<file path="config.mk">
export PLATFORM = sky130hd
export DESIGN_NAME = sertx_engine
export DESIGN_NICKNAME = d
export VERILOG_FILES = /design/src/rtl/sertx_pkg.sv /design/src/rtl/sertx_clkdiv.sv /design/src/rtl/sertx_bitfifo.sv /design/src/rtl/sertx_engine.sv
export SDC_FILE = /design/constraint.sdc
export NUM_CORES = 1
export LEC_CHECK = 0
export BUFFER_PORTS_ARGS = -buffer_cell sky130_fd_sc_hd__buf_4
export CAP_MARGIN = 5
export CORE_MARGIN = 8
export CORE_UTILIZATION = 60
export DETAILED_ROUTE_END_ITERATION = 7
export GPL_TIMING_DRIVEN = 0
export PLACE_DENSITY = 0.8
export SETUP_SLACK_MARGIN = 0.4
export SYNTH_ARGS = -nofsm -noshare
export SYNTH_HDL_FRONTEND = slang
export SYNTH_SLANG_ARGS = --single-unit
</file>
<file path="constraint.sdc">
create_clock -name clk -period 11.8 [get_ports clk]
set_input_delay 1.18 -clock clk [delete_from_list [all_inputs] [get_ports clk]]
set_output_delay 1.18 -clock clk [all_outputs]
set_load 0.02 [all_outputs]
</file>
<file path="src/rtl/sertx_pkg.sv">
package sertx_pkg;
    localparam int BYTE_BITS = 8;

    typedef enum logic [1:0] {
        ST_IDLE = 2'd0,
        ST_LOW  = 2'd1,
        ST_HIGH = 2'd2
    } tx_state_e;
endpackage

</file>
<file path="src/rtl/sertx_clkdiv.sv">
module sertx_clkdiv #(
    parameter int DIV_W = 4
) (
    input  logic             clk,
    input  logic             rst_n,
    input  logic             run_i,
    input  logic             src_i,
    input  logic [DIV_W-1:0] div_a_i,
    input  logic [DIV_W-1:0] div_b_i,
    output logic             tick_o
);
    typedef struct packed {
        logic [DIV_W-1:0] a;
        logic [DIV_W-1:0] b;
    } div_t;

    div_t div_d, div_q;

    always_comb begin
        div_d  = div_q;
        tick_o = 1'b0;
        if (!run_i) begin
            div_d = '0;
        end else if (src_i) begin
            if (div_q.a == div_a_i) begin
                div_d.a = '0;
                if (div_q.b == div_b_i) begin
                    div_d.b = '0;
                    tick_o  = 1'b1;
                end else begin
                    div_d.b = div_q.b + DIV_W'(1);
                end
            end else begin
                div_d.a = div_q.a + DIV_W'(1);
            end
        end
    end

    always_ff @(posedge clk or negedge rst_n) begin
        if (!rst_n) div_q <= '0;
        else        div_q <= div_d;
    end

    // with a first-stage ratio above 1, two ticks can never be adjacent
    p_tick_gap_r11: assert property (@(posedge clk) disable iff (!rst_n)
        (tick_o && div_a_i != '0 && $stable(div_a_i)) |-> !$past(tick_o));

    // nothing advances without a source tick
    p_src_gate_r10: assert property (@(posedge clk) disable iff (!rst_n)
        (run_i && !src_i) |=> $stable(div_q));
endmodule

</file>
<file path="src/rtl/sertx_bitfifo.sv">
module sertx_bitfifo #(
    parameter int DEPTH  = 32,
    parameter int FILL_W = $clog2(DEPTH + 1)
) (
    input  logic              clk,
    input  logic              rst_n,
    input  logic              push_i,
    input  logic [7:0]        data_i,
    input  logic              pop_i,
    output logic              head_o,
    output logic [FILL_W-1:0] fill_o,
    output logic              ovf_o
);
    import sertx_pkg::*;

    typedef struct packed {
        logic [DEPTH-1:0]  bits;
        logic [FILL_W-1:0] cnt;
    } fifo_t;

    fifo_t f_d, f_q;
    int    ins_top;

    always_comb begin
        f_d     = f_q;
        ovf_o   = 1'b0;
        ins_top = 0;
        if (pop_i && f_q.cnt != '0) begin
            f_d.bits = f_q.bits << 1;
            f_d.cnt  = f_q.cnt - FILL_W'(1);
        end
        if (push_i) begin
            if (int'(f_d.cnt) <= DEPTH - BYTE_BITS) begin
                ins_top = DEPTH - 1 - int'(f_d.cnt);
                f_d.bits[ins_top -: BYTE_BITS] = data_i;
                f_d.cnt = f_d.cnt + FILL_W'(BYTE_BITS);
            end else begin
                ovf_o = 1'b1;
            end
        end
    end

    always_ff @(posedge clk or negedge rst_n) begin
        if (!rst_n) f_q <= '0;
        else        f_q <= f_d;
    end

    assign head_o = f_q.bits[DEPTH-1];
    assign fill_o = f_q.cnt;

    p_fill_bound_r1: assert property (@(posedge clk) disable iff (!rst_n)
        int'(f_q.cnt) <= DEPTH);

    p_push_adds_r1: assert property (@(posedge clk) disable iff (!rst_n)
        (push_i && !pop_i && int'(f_q.cnt) <= DEPTH - BYTE_BITS)
        |=> int'(f_q.cnt) == int'($past(f_q.cnt)) + BYTE_BITS);
endmodule

</file>
<file path="src/rtl/sertx_engine.sv">
module sertx_engine #(
    parameter int FIFO_BITS = 32,
    parameter int LEN_W     = 8,
    parameter int DIV_W     = 4,
    localparam int FILL_W   = $clog2(FIFO_BITS + 1)
) (
    input  logic              clk,
    input  logic              rst_n,
    input  logic              clk_src_sel,
    input  logic              aux_tick,
    input  logic [DIV_W-1:0]  div_lo,
    input  logic [DIV_W-1:0]  div_hi,
    input  logic              push_valid,
    input  logic [7:0]        push_byte,
    input  logic [LEN_W-1:0]  frame_len,
    input  logic              go,
    input  logic              clr_ovr,
    input  logic              clr_und,
    output logic [FILL_W-1:0] fill_level,
    output logic              busy,
    output logic              done,
    output logic              ovr_flag,
    output logic              und_flag,
    output logic              txd,
    output logic              txclk
);
    import sertx_pkg::*;

    typedef struct packed {
        tx_state_e        state;
        logic             txd;
        logic             txclk;
        logic [LEN_W-1:0] sent;
        logic [LEN_W-1:0] len;
        logic             cont;
        logic             done;
        logic             ovr;
        logic             und;
    } eng_t;

    eng_t e_d, e_q;
    logic tick, pop, head, ovf, und_evt, src;

    assign src = clk_src_sel ? aux_tick : 1'b1;

    sertx_clkdiv #(.DIV_W(DIV_W)) u_div (
        .clk    (clk),
        .rst_n  (rst_n),
        .run_i  (e_q.state != ST_IDLE),
        .src_i  (src),
        .div_a_i(div_lo),
        .div_b_i(div_hi),
        .tick_o (tick)
    );

    sertx_bitfifo #(.DEPTH(FIFO_BITS), .FILL_W(FILL_W)) u_fifo (
        .clk   (clk),
        .rst_n (rst_n),
        .push_i(push_valid),
        .data_i(push_byte),
        .pop_i (pop),
        .head_o(head),
        .fill_o(fill_level),
        .ovf_o (ovf)
    );

    always_comb begin
        e_d     = e_q;
        pop     = 1'b0;
        und_evt = 1'b0;
        unique case (e_q.state)
            ST_IDLE: begin
                if (go) begin
                    if (frame_len == '0 && fill_level == '0) begin
                        und_evt = 1'b1;
                    end else if (frame_len == '0 ||
                                 (int'(frame_len) <= FIFO_BITS &&
                                  int'(fill_level) >= int'(frame_len))) begin
                        pop       = 1'b1;
                        e_d.txd   = head;
                        e_d.txclk = 1'b0;
                        e_d.state = ST_LOW;
                        e_d.sent  = LEN_W'(1);
                        e_d.len   = frame_len;
                        e_d.cont  = (frame_len == '0);
                        e_d.done  = 1'b0;
                    end
                end
            end
            ST_LOW: begin
                if (tick) begin
                    e_d.txclk = 1'b1;
                    e_d.state = ST_HIGH;
                end
            end
            ST_HIGH: begin
                if (tick) begin
                    if (!e_q.cont && e_q.sent == e_q.len) begin
                        e_d.state = ST_IDLE;
                        e_d.done  = 1'b1;
                        e_d.txd   = 1'b1;
                    end else if (fill_level == '0) begin
                        und_evt   = 1'b1;
                        e_d.state = ST_IDLE;
                        e_d.txd   = 1'b1;
                    end else begin
                        pop       = 1'b1;
                        e_d.txd   = head;
                        e_d.txclk = 1'b0;
                        e_d.sent  = e_q.sent + LEN_W'(1);
                        e_d.state = ST_LOW;
                    end
                end
            end
            default: e_d.state = ST_IDLE;
        endcase
        if (clr_ovr) e_d.ovr = 1'b0;
        if (ovf)     e_d.ovr = 1'b1;
        if (clr_und) e_d.und = 1'b0;
        if (und_evt) e_d.und = 1'b1;
    end

    always_ff @(posedge clk or negedge rst_n) begin
        if (!rst_n) begin
            e_q.state <= ST_IDLE;
            e_q.txd   <= 1'b1;
            e_q.txclk <= 1'b1;
            e_q.sent  <= '0;
            e_q.len   <= '0;
            e_q.cont  <= 1'b0;
            e_q.done  <= 1'b0;
            e_q.ovr   <= 1'b0;
            e_q.und   <= 1'b0;
        end else begin
            e_q <= e_d;
        end
    end

    assign busy     = (e_q.state != ST_IDLE);
    assign done     = e_q.done;
    assign ovr_flag = e_q.ovr;
    assign und_flag = e_q.und;
    assign txd      = e_q.txd;
    assign txclk    = e_q.txclk;

    p_idle_lines_r5: assert property (@(posedge clk) disable iff (!rst_n)
        !busy |-> (txclk && txd));

    p_data_on_fall_r4: assert property (@(posedge clk) disable iff (!rst_n)
        (busy && $past(busy) && !$stable(txd)) |-> $fell(txclk));

    p_done_at_end_r6: assert property (@(posedge clk) disable iff (!rst_n)
        $rose(done) |-> ($past(busy) && !busy));

    p_overrun_flag_r8: assert property (@(posedge clk) disable iff (!rst_n)
        (push_valid && !pop && int'(fill_level) > FIFO_BITS - 8) |=> ovr_flag);

    p_sticky_und_r9: assert property (@(posedge clk) disable iff (!rst_n)
        (und_flag && !clr_und) |=> und_flag);
endmodule

</file>
; Yosys cells after proc, flatten, opt, wreduce, memory -nomap -nowiden
; Index checks and enable logic that the tools add are counted.
[word_totals]
reg_bits = 70
output_inout_bits = 12
[op_classes]
add_sub_neg = 7
order_cmp = 3
eq_ne = 15
shift = 2
mux = 50
bitwise_logic = 1
n_reduce_logical = 22
[op_table]
columns = cell, n
row1 = $mux 38, 3
row2 = $mux 22, 3
row3 = $shift 8x33->39 const A, 1
row4 = $shiftx 8x33->39, 1
row5 = $neg 32->33, 1
row6 = $bwmux 32, 1
row7 = $mux 1, 25
row8 = $ne 2x2->1 const B, 10
row9 = $mux 9, 2
row10 = $mux 8, 2
row11 = $pmux 8 s2, 1
row12 = $mux 12, 1
row13 = $mux 4, 3
row14 = $reduce_and 5->1, 2
row15 = $add 4x1->4 const B, 2
row16 = $add 8x1->8 const B, 1
row17 = $eq 4x4->1, 2
row18 = $eq 8x8->1, 1
row19 = $ge 6x8->1, 1
row20 = $le 8x6->1 const B, 1
row21 = $logic_not 8->1, 1
row22 = $pmux 1 s2, 4
row23 = $reduce_and 8->1, 1
row24 = $reduce_bool 2->1, 4
row25 = 21 further kinds, 26

; Longest topological paths before layout
[depth]
depth_word = 15
ltp_mapped = 24

; Hierarchy
; From an unflattened synthesis, not the netlist that was laid out.
[hier_totals]
hier_cells = 636
area_unflattened_um2 = 5919.4
[by_module_without_submodules]
columns = module, instances, cells_each, area_per_inst_um2, seq_area_each_um2
row1 = sertx_bitfifo, 1, 419, 3833.7, 950.9
row2 = sertx_engine, 1, 159, 1510.2, 603.1
row3 = sertx_clkdiv, 1, 58, 575.6, 200.2

; Worst setup path before layout
; OpenSTA, ideal clock, no wires.
[synth_path]
kind = input -> register
from = in frame_len[2]
to = reg u_fifo.f_q[32] (netlist bit)
setup_time_ps = 79
arrival_ps = 5678
required_ps = 11721
path_slack_ps = 6043
path_stages = 21
n_path_buf = 2
path_cell_list = or4_4 or3_4 o21a_1 o21a_2 buf_6 o21ai_2 mux2i_2 inv_2 nor3_1 nand2_1 ha_1 clkinv_1 nor4b_1 nand4_1 a21oi_1 nand2_1 clkbuf_1 nor3_1 nand4_1 mux2i_1 mux2i_1
[synth_lines]
columns = element, line_no
row1 = "start, declared", sertx_engine.sv:15  ; input logic [LEN_W-1:0] frame_len,
row2 = "end signal, assigned", sertx_bitfifo.sv:44  ; if (!rst_n) f_q <= '0;
row3 = "end signal, assigned", sertx_bitfifo.sv:45  ; else f_q <= f_d;
row4 = "end, declared", sertx_bitfifo.sv:21  ; fifo_t f_d, f_q;

==> metrics.yaml <==
cp-endpoint: "u_fifo.f_q[19]"
timing.rr.end: "u_fifo.f_q[19]"
syn_area_per_cell_um2: 9.158
cts-root-buf: "clkbuf_8"
worstPathArrival_ns: 7.12
clk_latency_ns: 0.35
max_freq_mhz: 146.0
hp-class: "reg -> reg"
rows: 34
place_congestion: 1.015
async_flop_share_pct: 100.0
fp.dieW_um: 110.3
p_leak_nw: 2.470
whs_ns: 0.5203
cp_data_required_time_ns: 12.07
setup_viol: 0
crit_path_start: "frame_len[5]"
fp.dieH_um: 110.3
wirelength_um: 14530
vias_per_cell: 6.355
area_growth_pct: 13.15
min_period_over_period_pct: 58.04
synth_edf_count: 0
grt_max_degree: 71
cts_max_level: 3
status: "finished clean"
antenna-diode-count: 0
initial_core_util_pct: 61.52
grt-ovfl-total: 0
first_pass_iters: 5
fin_setup_tns_ns: 0
synth_area_leader_cell: "dfrtp_1"
fin_crit_ns: 6.849
nNetsFinal: 691
clockBufferDepth: 2
cp-end-kind: "register"
vias: 4766
netlist_instances: 583
final_util_pct: 69.61
core-area_mm2: 0.008678
regArea_mm2: 0.001754
finalMaxSlewViolations: 0
synth-seq-area-share_pct: 32.86
ys_warn_count: 0
ys_ff_latch: 70
ant_nets: 0
grt_usage_pct: 24.80
finalNonFillerCells: 750
hpwlAfterDp_um: 10970
post-route-drc-count: 0
power.density_mw_per_mm2: 201.4
worstSetupPathType: "in -> reg"
fin_skew_ns: 0.01298
clk_pin_slew_ns: 0.08
die_area_mm2: 0.01217
r2r_start: "u_fifo.fill_o[0]"
ir_drop_mv: 0.09993
cap_violations: 0
io_pins: 44
routedWlPerCell_um: 19.37
hold_violations: 0
drt-initial-drc-count: 495
worstPathMaxFanout: 10
dp_cells: 734
cts_resized: 0
synthesis.area_mm2: 0.005339
drive_gt1_share_pct: 18.54
ctsHoldBuffers: 0
cts.sinks: 70
cts_tree: "yes"
multiInputGateArea_mm2: 0.003317
cp-start-kind: "primary input"
grt_pass1_vias: 4692
final.fill_count: 693
rsz0062_at_grt: "false"
io_buffers: 43
grt_pass1_wl_um: 23560
yosysTopAreaCellShare_pct: 31.87
cts_setup_buffers: 0
syn_nets: 637
reg2reg_slack_ns: 5.08
synth_cell_type_count: 79
reg2regPathDepth: 23
synth_top_cells_by_area: "dfrtp_1, mux2i_1, ha_1"
cts_buffers: 9
grt_antenna_before_repair: 0
synth-main-ff-cell: "dfrtp_1"
tightest_slew_ns: 0.8902
relSlewSlack_pct: 40.65
where the power goes:
| part | total [W] | switching [W] | internal [W] |
|---|---|---|---|
| clock network | 0.000242 | 0.000101 | 0.000141 |
| registers | 0.000337 | 0.0000475 | 0.000289 |
| logic | 0.000638 | 0.000404 | 0.000234 |
cells by family after synthesis:
logic type	Yosys count	share of synthesized area [%]
buffers and inverters	57	5.015
AOI/OAI and AO/OA	104	13.66
muxes	80	15.84
DFF	70	32.86
adders and majority gates	23	5.343
and+or+nand+nor	214	20.58
xor gates and xnor gates	35	6.703
state kept, by name, indices dropped and copies added, names as in the netlist:
| name | count |
|---|---|
| done | 1 |
| e_q | 19 |
| ovr_flag | 1 |
| u_fifo.head_o | 1 |
| u_fifo.f_q | 31 |
| und_flag | 1 |
| txd | 1 |
| u_div.div_q | 8 |
| u_fifo.fill_o | 6 |
| txclk | 1 |
layout make-up:
cell class | instances | area share [%]
clock inverter | 7 | 1.988
buffer | 33 | 2.941
inverter | 24 | 1.491
multi-input combinational | 456 | 54.91
sequential | 70 | 29.04
timing repair buffer | 43 | 5.344
tap | 108 | 2.237
clock buffer | 9 | 2.051
metal layers:
metal / global-route usage (%) / wire (um) / part of all wire, %
met3: 3.895 / 1086 / 7.5
met5: 0 / 0 / 0
met2: 40.30 / 6815 / 47
met1: 32.15 / 6165 / 42
met4: 10.47 / 463 / 3.2
cells in the final DEF (no fill, tap or decap), types with 3 or more instances in the layout:
cell	netlist	final
nand2_1	57	57
mux4_2	3	3
clkbuf_1	16	16
xnor2_1	23	23
nor4_2	4	4
mux2i_1	73	73
nor2_2	3	3
nor3_1	21	21
nand3_1	17	17
nor4_1	8	8
and2_1	9	9
buf_4	6	49
nor3b_1	3	3
xor2_1	7	7
or3_1	3	3
buf_6	3	3
clkbuf_8	0	9
a221oi_1	5	5
a22oi_1	3	3
o21a_1	3	3
nand4_1	18	18
mux2_2	3	3
a31oi_1	14	14
dfrtp_1	68	68
bufinv_16	0	3
o211ai_1	6	6
buf_2	6	6
nor2_1	47	47
ha_1	22	22
inv_2	5	5
a21oi_1	28	28
inv_1	17	17
and3_1	6	6
o21ai_0	17	17
per-stage QoR:
step,power [W],setup WS [ns],instance area [um^2]
after global routing,0.001291,4.638,6041
after detailed placement,0.0009612,4.834,5797
after global placement,0.0009500,4.962,5797
final,0.001217,4.951,6041
after CTS,0.001205,5.157,6041
after floorplan,0.0007860,6.043,5339
worst min-delay path by stage:
stage / start / end / slack (ns) / cells past startpoint
floorplan: e_q[3] / e_q[3] / 0.44 / 2
global placement: e_q[3] / e_q[3] / 0.47 / 2
detailed placement: e_q[3] / e_q[3] / 0.48 / 2
CTS: e_q[3] / e_q[3] / 0.50 / 2
global route: e_q[6] / e_q[6] / 0.54 / 2
finish: e_q[3] / e_q[3] / 0.52 / 2
Yosys cell counts, drive strengths merged (2+ instances only):
cell    instances
dfstp           2
mux4            3
and2            9
nand4          18
a21oi          29
o21a            4
nor3b           3
nand2          57
nor4b           2
clkinv          2
nand2b          2
o31ai           2
xor2            9
ha             22
o211ai          7
o22ai           4
o22a            2
dfrtp          68
clkbuf         17
mux2i          74
mux2            3
nand3          18
a22oi           3
inv            22
nor2b           2
buf            16
o21ai          20
and3            6
nor4           12
or4             3
a221oi          5
xnor2          24
or2             2
nor2           50
a31oi          15
and4            4
or3             4
nor3           21
critical path: stages:
cell      delay, ns
buf_4          0.11
inv_1          0.15
ha_1           0.28
a21oi_1        0.17
nor3_1         0.07
maj3_1         0.42
o21a_2         0.24
buf_6          0.15
o21ai_2        0.22
mux2i_2        0.37
inv_2          0.08
nor3_1         0.36
nand2_1        0.16
ha_1           0.35
clkinv_1       0.30
nor4b_1        0.40
nand4_1        0.13
a21oi_1        0.43
nand2_1        0.24
nor4_1         0.57
clkbuf_1       0.42
a221oi_1       0.14
a31oi_1        0.18
(Power assumes the default switching activity.)
